<file path="src/rtl/i2c_bp_pkg.sv">
package i2c_bp_pkg;
   localparam int HOST_AW = 2;
   typedef enum logic [HOST_AW-1:0] {
      REG_DATA = 2'd0,
      REG_OWN  = 2'd1,
      REG_CTRL = 2'd2,
      REG_NONE = 2'd3
   } bp_reg_e;
endpackage

</file>
<file path="src/rtl/i2c_bp_shifter.sv">
module i2c_bp_shifter #(
   parameter int DW = 8
) (
   input  logic          clk,
   input  logic          rst_n,
   input  logic          load,
   input  logic [DW-1:0] load_data,
   input  logic          shift,
   input  logic          lsb_first,
   input  logic          sin,
   output logic [DW-1:0] sreg,
   output logic          sout
);
   always_ff @(posedge clk or negedge rst_n) begin
      if (!rst_n)
         sreg <= '0;
      else if (load)
         sreg <= load_data;
      else if (shift)
         sreg <= lsb_first ? {sin, sreg[DW-1:1]} : {sreg[DW-2:0], sin};
   end

   assign sout = lsb_first ? sreg[0] : sreg[DW-1];
endmodule

</file>
<file path="src/rtl/i2c_bp_rxbuf.sv">
module i2c_bp_rxbuf #(
   parameter int DW = 8,
   localparam int LW = $clog2(DW)
) (
   input  logic          clk,
   input  logic          rst_n,
   input  logic          frame_rx,
   input  logic          rd_take,
   input  logic [LW-1:0] len,
   input  logic          lsb_first,
   input  logic [DW-1:0] sreg,
   output logic [DW-1:0] rbuf,
   output logic          full,
   output logic          pend
);
   logic [DW-1:0] keep_mask;
   logic          xfer;
   int            nbits;

   always_comb begin
      nbits = (len == '0) ? DW : int'(len);
      for (int i = 0; i < DW; i++)
         keep_mask[i] = lsb_first ? (i >= DW - nbits) : (i < nbits);
   end

   assign xfer = (frame_rx | pend) & ~full;

   always_ff @(posedge clk or negedge rst_n) begin
      if (!rst_n) begin
         rbuf <= '0;
         full <= 1'b0;
         pend <= 1'b0;
      end else begin
         if (xfer) begin
            rbuf <= sreg & keep_mask;
            full <= 1'b1;
            pend <= 1'b0;
         end else begin
            if (rd_take)
               full <= 1'b0;
            if (frame_rx && full)
               pend <= 1'b1;
         end
      end
   end
endmodule

</file>
<file path="src/rtl/i2c_bp_addrchk.sv">
module i2c_bp_addrchk #(
   parameter int DW      = 8,
   parameter bit GCALL_EN = 1'b1
) (
   input  logic          clk,
   input  logic          rst_n,
   input  logic          start,
   input  logic          frame_end,
   input  logic          enable,
   input  logic          slave,
   input  logic          fs,
   input  logic [DW-2:0] own,
   input  logic [DW-1:0] sreg,
   output logic          match,
   output logic          gcall
);
   logic first_q;
   logic judge;
   logic gc_hit;

   assign judge = frame_end & first_q & enable & slave & ~fs;

   generate
      if (GCALL_EN) begin : g_gc
         assign gc_hit = (sreg == '0);
      end else begin : g_nogc
         assign gc_hit = 1'b0;
      end
   endgenerate

   always_ff @(posedge clk or negedge rst_n) begin
      if (!rst_n) begin
         first_q <= 1'b0;
         match   <= 1'b0;
         gcall   <= 1'b0;
      end else if (start) begin
         first_q <= 1'b1;
         match   <= 1'b0;
         gcall   <= 1'b0;
      end else if (frame_end) begin
         first_q <= 1'b0;
         if (judge) begin
            match <= (sreg[DW-1:1] == own);
            gcall <= gc_hit;
         end
      end
   end
endmodule

</file>
<file path="src/rtl/i2c_byte_path.sv">
module i2c_byte_path
   import i2c_bp_pkg::*;
#(
   parameter int DATA_W   = 8,
   parameter bit GCALL_EN = 1'b1,
   localparam int LEN_W   = $clog2(DATA_W)
) (
   input  logic              clk,
   input  logic              rst_n,
   input  logic              host_sel,
   input  logic              host_wr,
   input  logic [1:0]        host_addr,
   input  logic [DATA_W-1:0] host_wdata,
   output logic [DATA_W-1:0] host_rdata,
   input  logic              bit_stb,
   input  logic              ser_in,
   output logic              ser_out,
   input  logic              start_det,
   input  logic              frame_done,
   input  logic              tx_mode,
   input  logic              slave_mode,
   output logic              rx_full,
   output logic              addr_match,
   output logic              gen_call
);
   initial begin
      assert (DATA_W >= 4 && (1 << LEN_W) == DATA_W)
         else $error("DATA_W must be a power of two and at least 4");
   end

   bp_reg_e            reg_sel;
   logic               en_q, order_q, fs_q;
   logic [LEN_W-1:0]   len_q;
   logic [DATA_W-2:0]  own_q;
   logic [DATA_W-1:0]  own_w, sreg_w, rbuf_w;
   logic               pend_w, rd_take, ld_data, wr_own, wr_ctrl;

   assign reg_sel = bp_reg_e'(host_addr);
   assign rd_take = host_sel & ~host_wr & (reg_sel == REG_DATA) & en_q;
   assign ld_data = host_sel &  host_wr & (reg_sel == REG_DATA) & en_q;
   assign wr_own  = host_sel &  host_wr & (reg_sel == REG_OWN)  & ~en_q;
   assign wr_ctrl = host_sel &  host_wr & (reg_sel == REG_CTRL);
   assign own_w   = {own_q, fs_q};

   always_ff @(posedge clk or negedge rst_n) begin
      if (!rst_n) begin
         en_q    <= 1'b0;
         order_q <= 1'b0;
         len_q   <= '0;
         own_q   <= '0;
         fs_q    <= 1'b0;
      end else begin
         if (wr_ctrl) begin
            en_q    <= host_wdata[DATA_W-1];
            order_q <= host_wdata[DATA_W-2];
            len_q   <= host_wdata[LEN_W-1:0];
         end
         if (wr_own) begin
            own_q <= host_wdata[DATA_W-1:1];
            fs_q  <= host_wdata[0];
         end
      end
   end

   always_comb begin
      host_rdata = '0;
      case (reg_sel)
         REG_DATA: host_rdata = en_q ? rbuf_w : '0;
         REG_OWN:  host_rdata = own_w;
         REG_CTRL: begin
            host_rdata[DATA_W-1]   = en_q;
            host_rdata[DATA_W-2]   = order_q;
            host_rdata[LEN_W-1:0]  = len_q;
         end
         default:  host_rdata = '0;
      endcase
   end

   i2c_bp_shifter #(.DW(DATA_W)) u_shift (
      .clk(clk), .rst_n(rst_n), .load(ld_data), .load_data(host_wdata),
      .shift(bit_stb), .lsb_first(order_q), .sin(ser_in),
      .sreg(sreg_w), .sout(ser_out)
   );

   i2c_bp_rxbuf #(.DW(DATA_W)) u_rx (
      .clk(clk), .rst_n(rst_n), .frame_rx(frame_done & ~tx_mode),
      .rd_take(rd_take), .len(len_q), .lsb_first(order_q), .sreg(sreg_w),
      .rbuf(rbuf_w), .full(rx_full), .pend(pend_w)
   );

   i2c_bp_addrchk #(.DW(DATA_W), .GCALL_EN(GCALL_EN)) u_addr (
      .clk(clk), .rst_n(rst_n), .start(start_det), .frame_end(frame_done),
      .enable(en_q), .slave(slave_mode), .fs(fs_q), .own(own_q),
      .sreg(sreg_w), .match(addr_match), .gcall(gen_call)
   );
endmodule

</file>
<file path="config.mk">
export PLATFORM = sky130hd
export DESIGN_NAME = i2c_byte_path
export DESIGN_NICKNAME = d
export VERILOG_FILES = /design/src/rtl/i2c_bp_pkg.sv /design/src/rtl/i2c_bp_shifter.sv /design/src/rtl/i2c_bp_rxbuf.sv /design/src/rtl/i2c_bp_addrchk.sv /design/src/rtl/i2c_byte_path.sv
export SDC_FILE = /design/constraint.sdc
export NUM_CORES = 1
export LEC_CHECK = 0
export BUFFER_PORTS_ARGS = -buffer_cell sky130_fd_sc_hd__clkbuf_2
export CAP_MARGIN = 20
export CORE_MARGIN = 5
export CORE_UTILIZATION = 35
export CTS_BUF_LIST = sky130_fd_sc_hd__clkbuf_8
export DETAILED_ROUTE_END_ITERATION = 8
export PLACE_DENSITY = 0.59
export REMOVE_ABC_BUFFERS = 1
export SETUP_SLACK_MARGIN = 0.02
export SLEW_MARGIN = 20
export SYNTH_ARGS = -nofsm -noshare
export SYNTH_HDL_FRONTEND = slang
export SYNTH_SLANG_ARGS = --single-unit
export TNS_END_PERCENT = 100
</file>
<file path="constraint.sdc">
create_clock -name clk -period 2.1 [get_ports clk]
set_input_delay 0.42 -clock clk [delete_from_list [all_inputs] [get_ports clk]]
set_output_delay 0.42 -clock clk [all_outputs]
set_load 0.005 [all_outputs]
</file>
Yosys cells after proc, flatten, opt, wreduce, memory -nomap -nowiden --
Index checks and enable logic that the tools add are counted.
Storage, ports and cells: input port bits 20, register bits after elaboration 34, word-level logic and storage cells 93
Cells by class: reduce and logical (&&, ||, !) cells 10, magnitude comparators 16, eq/ne operators 3, bitwise logic cells 22, $add $sub $neg 1, muxes and demuxes 29
Operators with widths (number):
- $ge 4x32->1 const A | 4
- $lt 4x32->1 const A | 4
- $ge 3x32->1 const A | 2
- $lt 3x32->1 const A | 2
- $ge 1x32->1 const A | 1
- $ge 2x32->1 const A | 1
- $lt 1x32->1 const A | 1
- $lt 2x32->1 const A | 1
- $mux 8 | 4
- $sub 5x32->32 const A | 1
- $mux 1 | 21
- $and 1x1->1 | 15
- $reduce_bool 2->1 | 5
- $pmux 3 s3 | 1
- $and 8x8->8 | 1
- $logic_not 8->1 | 1
- $eq 7x7->1 | 1
- $pmux 2 s3 | 1
- $pmux 3 s2 | 1
- $not 1->1 | 5
- $mux 4 | 1
- $logic_not 3->1 | 1
- $eq 2x1->1 const B | 1
- $eq 2x2->1 const B | 1
- 4 further kinds | 4

Depth between registers and ports, before layout --
depth after elaboration 7, gate-level depth with buffers 7, mapped depth without buffers 7

By module --
Synthesis repeated with hierarchy kept, for this count alone.
Unflattened totals: cells, all modules 198, area, all modules 2044.5 um^2
Modules (own cells, without submodules):
- i2c_byte_path | times used 1, seq. area each 325.3 um^2, cells an instance 61, area an instance 718.2 um^2
- i2c_bp_rxbuf | times used 1, seq. area each 250.2 um^2, cells an instance 69, area an instance 614.3 um^2
- i2c_bp_shifter | times used 1, seq. area each 200.2 um^2, cells an instance 45, area an instance 489.2 um^2
- i2c_bp_addrchk | times used 1, seq. area each 75.1 um^2, cells an instance 23, area an instance 222.7 um^2

Worst setup path after synthesis --
No wires, ideal clock.
path type register to register, from reg len_q[0], to reg u_rx.rbuf[5], clock period less this slack 1.876 ns, path slack 0.224 ns, cell stages (with the launch flop) 7, data arrival time 1.736 ns, cell sequence dfrtp_1 -> nor3_4 -> inv_1 -> ha_1 -> nor4bb_1 -> a2111oi_0 -> o31ai_1
On the way: cells in the longest elaborated chain, start to end 6
RTL lines:
- from (decl) | line i2c_byte_path.sv:33 | logic [LEN_W-1:0] len_q;
- from (signal assigned) | line i2c_byte_path.sv:56 | len_q <= host_wdata[LEN_W-1:0];
- $logic_not 3->1 | line i2c_bp_rxbuf.sv:21 | nbits = (len == '0) ? DW : int'(len);
- $mux 4 (*) | line i2c_bp_rxbuf.sv:21
- $sub 5x32->32 | line i2c_bp_rxbuf.sv:23 | keep_mask[i] = lsb_first ? (i >= DW - nbits) : (i < nbits);
- $ge 4x32->1 | line i2c_bp_rxbuf.sv:23
- $mux 1 (*) | line i2c_bp_rxbuf.sv:23
- $and 8x8->8 (*) | line i2c_bp_rxbuf.sv:35 | rbuf <= sreg & keep_mask;
- to (signal assigned) | line i2c_bp_rxbuf.sv:35
- to (decl) | line i2c_bp_rxbuf.sv:12 | output logic [DW-1:0] rbuf,
Mark *: on every way between the ends. The rest lies on a longest branch, timed or not. A chain may end at the register's enable or synchronous reset.

Worst setup path after layout --
from reg len_q[2], to reg u_rx.rbuf[5]
The elaborated chain is that of the path after synthesis.

==> impl_summary.log <==
INFO  metric outcome = finished, final reports clean
INFO  metric synth_cell_type_count = between 40 and 50
INFO  metric largest_net_degree_at_the_start_of_global_routing = 24
INFO  metric synthDominantAreaCellType = sky130_fd_sc_hd__dfrtp_1
INFO  metric grt_use_met3 = approximately 3.7%
INFO  metric number_of_buffer_cells_added_on_primary_ports = 31
INFO  metric setup_viol_count_final = 0
INFO  metric die-area = approximately 7400 µm²
INFO  metric routed-via-count = 1658
INFO  metric worst_slew_pin_slew = between 0.6 and 0.7 ns
INFO  metric cts_tree = done
INFO  metric layout-drive-gt1-share = slightly below 30%
INFO  metric synth_top_cell_area_share = between 40 and 50%
INFO  metric post-route-min-period = 1.880 ns
INFO  metric synthArstFlopShare = 100.0%
INFO  metric clock.fmax = approximately 530 MHz
INFO  metric setup-tns-final = 0 ns
INFO  metric clock_skew = 0.007775 ns
INFO  metric cap_viol_max_count = 0
INFO  metric cts.root.buffer_cell = sky130_fd_sc_hd__clkbuf_8
INFO  metric unrepaired_setup_endpoints_after_global_routing = no
INFO  metric pin_count = 32
INFO  metric worst_hold_class = in2async
INFO  metric grt.total_usage = about 15%
INFO  metric ir_worst_vdd = roughly 310 µV
INFO  metric ctsResizeCount = 0
INFO  metric core = 5540 µm²
INFO  metric syn_area_per_cell = around 9.6 µm²
INFO  metric routed_via_density = roughly 5.2
INFO  metric postSynthCellCount = around 210
INFO  metric worst_skew_pair.late_latency = roughly 0.29 ns
INFO  metric detailedPlacementHpwl = between 3000 and 4000 µm
INFO  metric final.period_utilization = between 80% and 90%
INFO  metric number_of_flops_mapped_to_enable_cells_by_yosys = 0
INFO  metric fp.dieW = 85.80 µm
INFO  metric cts_setup_buffers = 0
INFO  metric synth-seq-cells = 34
INFO  metric die_h = roughly 86 µm
INFO  metric final_slew_viol_count = 0
INFO  metric cpMaxStageDelayCell = sky130_fd_sc_hd__dfrtp_1
INFO  metric critical_path.max_fanout = 3
INFO  metric end_kind = flip-flop
INFO  metric path_cells = nor3_4 -> inv_1 -> ha_1 -> nor4bb_1 -> a2111oi_0 -> o31ai_1
INFO  metric post-synth-top-count-cell = sky130_fd_sc_hd__dfrtp_1
INFO  metric initial_antenna_violation_count = 0
INFO  metric critPathRequiredTime = around 2.3 ns
INFO  metric timing.final.ws_setup = ~0.22 ns
INFO  metric area_growth = 17.73%
INFO  metric netlist_area = between 2000 and 2500 µm²
INFO  metric cts_hold_buf = 0
INFO  metric power-per-cell-area = ~1100 nW/µm²
INFO  metric start_util = around 36%
INFO  metric finish.net_count = 270
INFO  metric drt-pass1-iter-count = 4
INFO  metric yosysSeqAreaShare = a little over two fifths
INFO  metric worstPathArrival = 2.07 ns
INFO  metric detail_route.wirelength = between 5000 and 6000 µm
INFO  metric wl_per_cell = between 15 and 20 µm
INFO  metric h-tree-depth = 2
INFO  metric vias_in_the_first_global_route = roughly 1.7k
INFO  metric maxSlewHeadroom = approximately three fifths
INFO  metric synth_common_cells = 34 x sky130_fd_sc_hd__dfrtp_1, 23 x sky130_fd_sc_hd__nand2_1, 21 x sky130_fd_sc_hd__o21ai_0
INFO  metric drt_drc_violations_left = 0
INFO  metric clkTransAtPathRegs = ~0.070 ns
INFO  metric synth_warnings = 0
INFO  metric diodes = 0
INFO  metric clock_sinks = 34
INFO  metric finalWeightedCongestion = roughly 0.78
INFO  metric critical-path-max-stage-delay = between 0.4 and 0.5 ns
INFO  metric detail-route-antenna-nets = 0
INFO  metric worst_setup_path_start_kind = flip-flop
INFO  metric cts_max_path_buffers = 2
INFO  metric grt_overflow = 0
INFO  metric cellLeakagePower = ~1.1 nW
INFO  metric ys_dominant_reg_cell = sky130_fd_sc_hd__dfrtp_1
INFO  metric core.rowCount = 27
INFO  metric synth_top_cells_by_area = sky130_fd_sc_hd__dfrtp_1 42%, sky130_fd_sc_hd__mux2_2 7.8%, sky130_fd_sc_hd__o21ai_0 5.2%
INFO  metric report.final.hold_viol_count = 0
INFO  metric worst_slack_at_placement = between 0.2 and 0.25 ns
INFO  metric globalRouteMet1Util = 19.63%
INFO  metric drt-initial-drc-count = roughly 80
INFO  metric path_class = reg2reg
INFO  metric grt_use_met2 = about a quarter
INFO  metric cts_buffers = 5
INFO  metric globalRoute.busiestLayer = met2
INFO  metric first_pass_grt_wire_length = 8590 µm
-- worst max-delay path: cells and delay by family, from the launching register on --
family                   cells  cell delay, ns
flip-flops                   1            0.41
adder cells (fa/ha/maj)      1            0.32
AO/OA/AOI/OAI                2            0.41
AND/OR/NAND/NOR              2            0.55
buffers and inverters        1            0.09
-- routing by layer --
layer  wire, µm  up-vias
li1           -      825
met1       2440      792
met2       2313       33
met3        220        8
met4        123        0
met5          0        -
-- stage by stage --
stage	instance area [µm²]	util, %	total power (W)	cells	hold slack (ns)
after floorplan	1944	-	0.001718	196	0.1244
after global placement	2272	41.01	0.002057	310	0.4482
after detailed placement	2272	41.01	0.002076	310	0.4557
after CTS	2367	42.73	0.002597	318	0.1399
after global routing	2367	42.73	0.002773	318	0.1637
final	2367	42.73	0.002576	318	0.1293
-- where the power goes --
group,total [W],leakage [nW],switching [W],internal [W]
clock network,0.000516,0.0472,0.000252,0.000264
logic,0.000918,0.606,0.000439,0.000479
registers,0.00114,0.400,0.000268,0.000874
total,0.00258,1.05,0.000959,0.00162
-- placed cells by master (no fill, tap or decap), drive strengths merged, types with 6 or more instances in the layout --
master,instances
a22oi,6
nor2,15
inv,8
dfrtp,34
mux2i,8
nand2,23
clkbuf,37
xnor2,7
a21oi,8
a211oi,6
buf,11
mux2,14
o21ai,21
-- worst paths after layout --
check / from / endpoint / slack (ns) / cells past startpoint
max in group asynchronous: rst_n / u_shift.sreg[4]$_DFFE_PN0P_ / 1.42 / 2
min in group clk: start_det / u_addr.gcall$_DFFE_PN0P_ / 0.29 / 2
worst min register to register: u_rx.rbuf[0]$_DFFE_PN0P_ / u_rx.rbuf[0]$_DFFE_PN0P_ / 0.48 / 2
worst min-delay path: rst_n / u_rx.pend$_DFFE_PN0P_ / 0.13 / 1
worst max-delay path: len_q[2]$_DFFE_PN0P_ / u_rx.rbuf[5]$_DFFE_PN0P_ / 0.22 / 6
worst max register to register: len_q[2]$_DFFE_PN0P_ / u_rx.rbuf[5]$_DFFE_PN0P_ / 0.22 / 6
-- sequential cells by signal (all words and copies together) (netlist names), 3 cells and up --
signal and flops:
len_q 3, own_q 7, u_rx.rbuf 8, u_shift.sreg 8
-- layout make-up --
class | count | area, µm²
Tap cell | 72 | 90.09
Timing Repair Buffer | 42 | 237.7
Multi-Input combinational cell | 154 | 1064
Sequential cell | 34 | 850.8
Clock buffer | 6 | 82.58
Clock inverter | 2 | 12.51
Inverter | 8 | 30.03
Fill cell | 571 | 3173
-- kinds of logic after synthesis --
kind of cell    Yosys count  synth area share [%]
fa+ha+maj                 5                 3.111
xor+xnor                  8                 3.485
compound gates           59                 19.10
simple gates             60                 15.37
mux                      22                 11.82
flops                    34                 42.32
buf+inv                  21                 4.791
No activity file was read; power rests on OpenSTA's default activity.
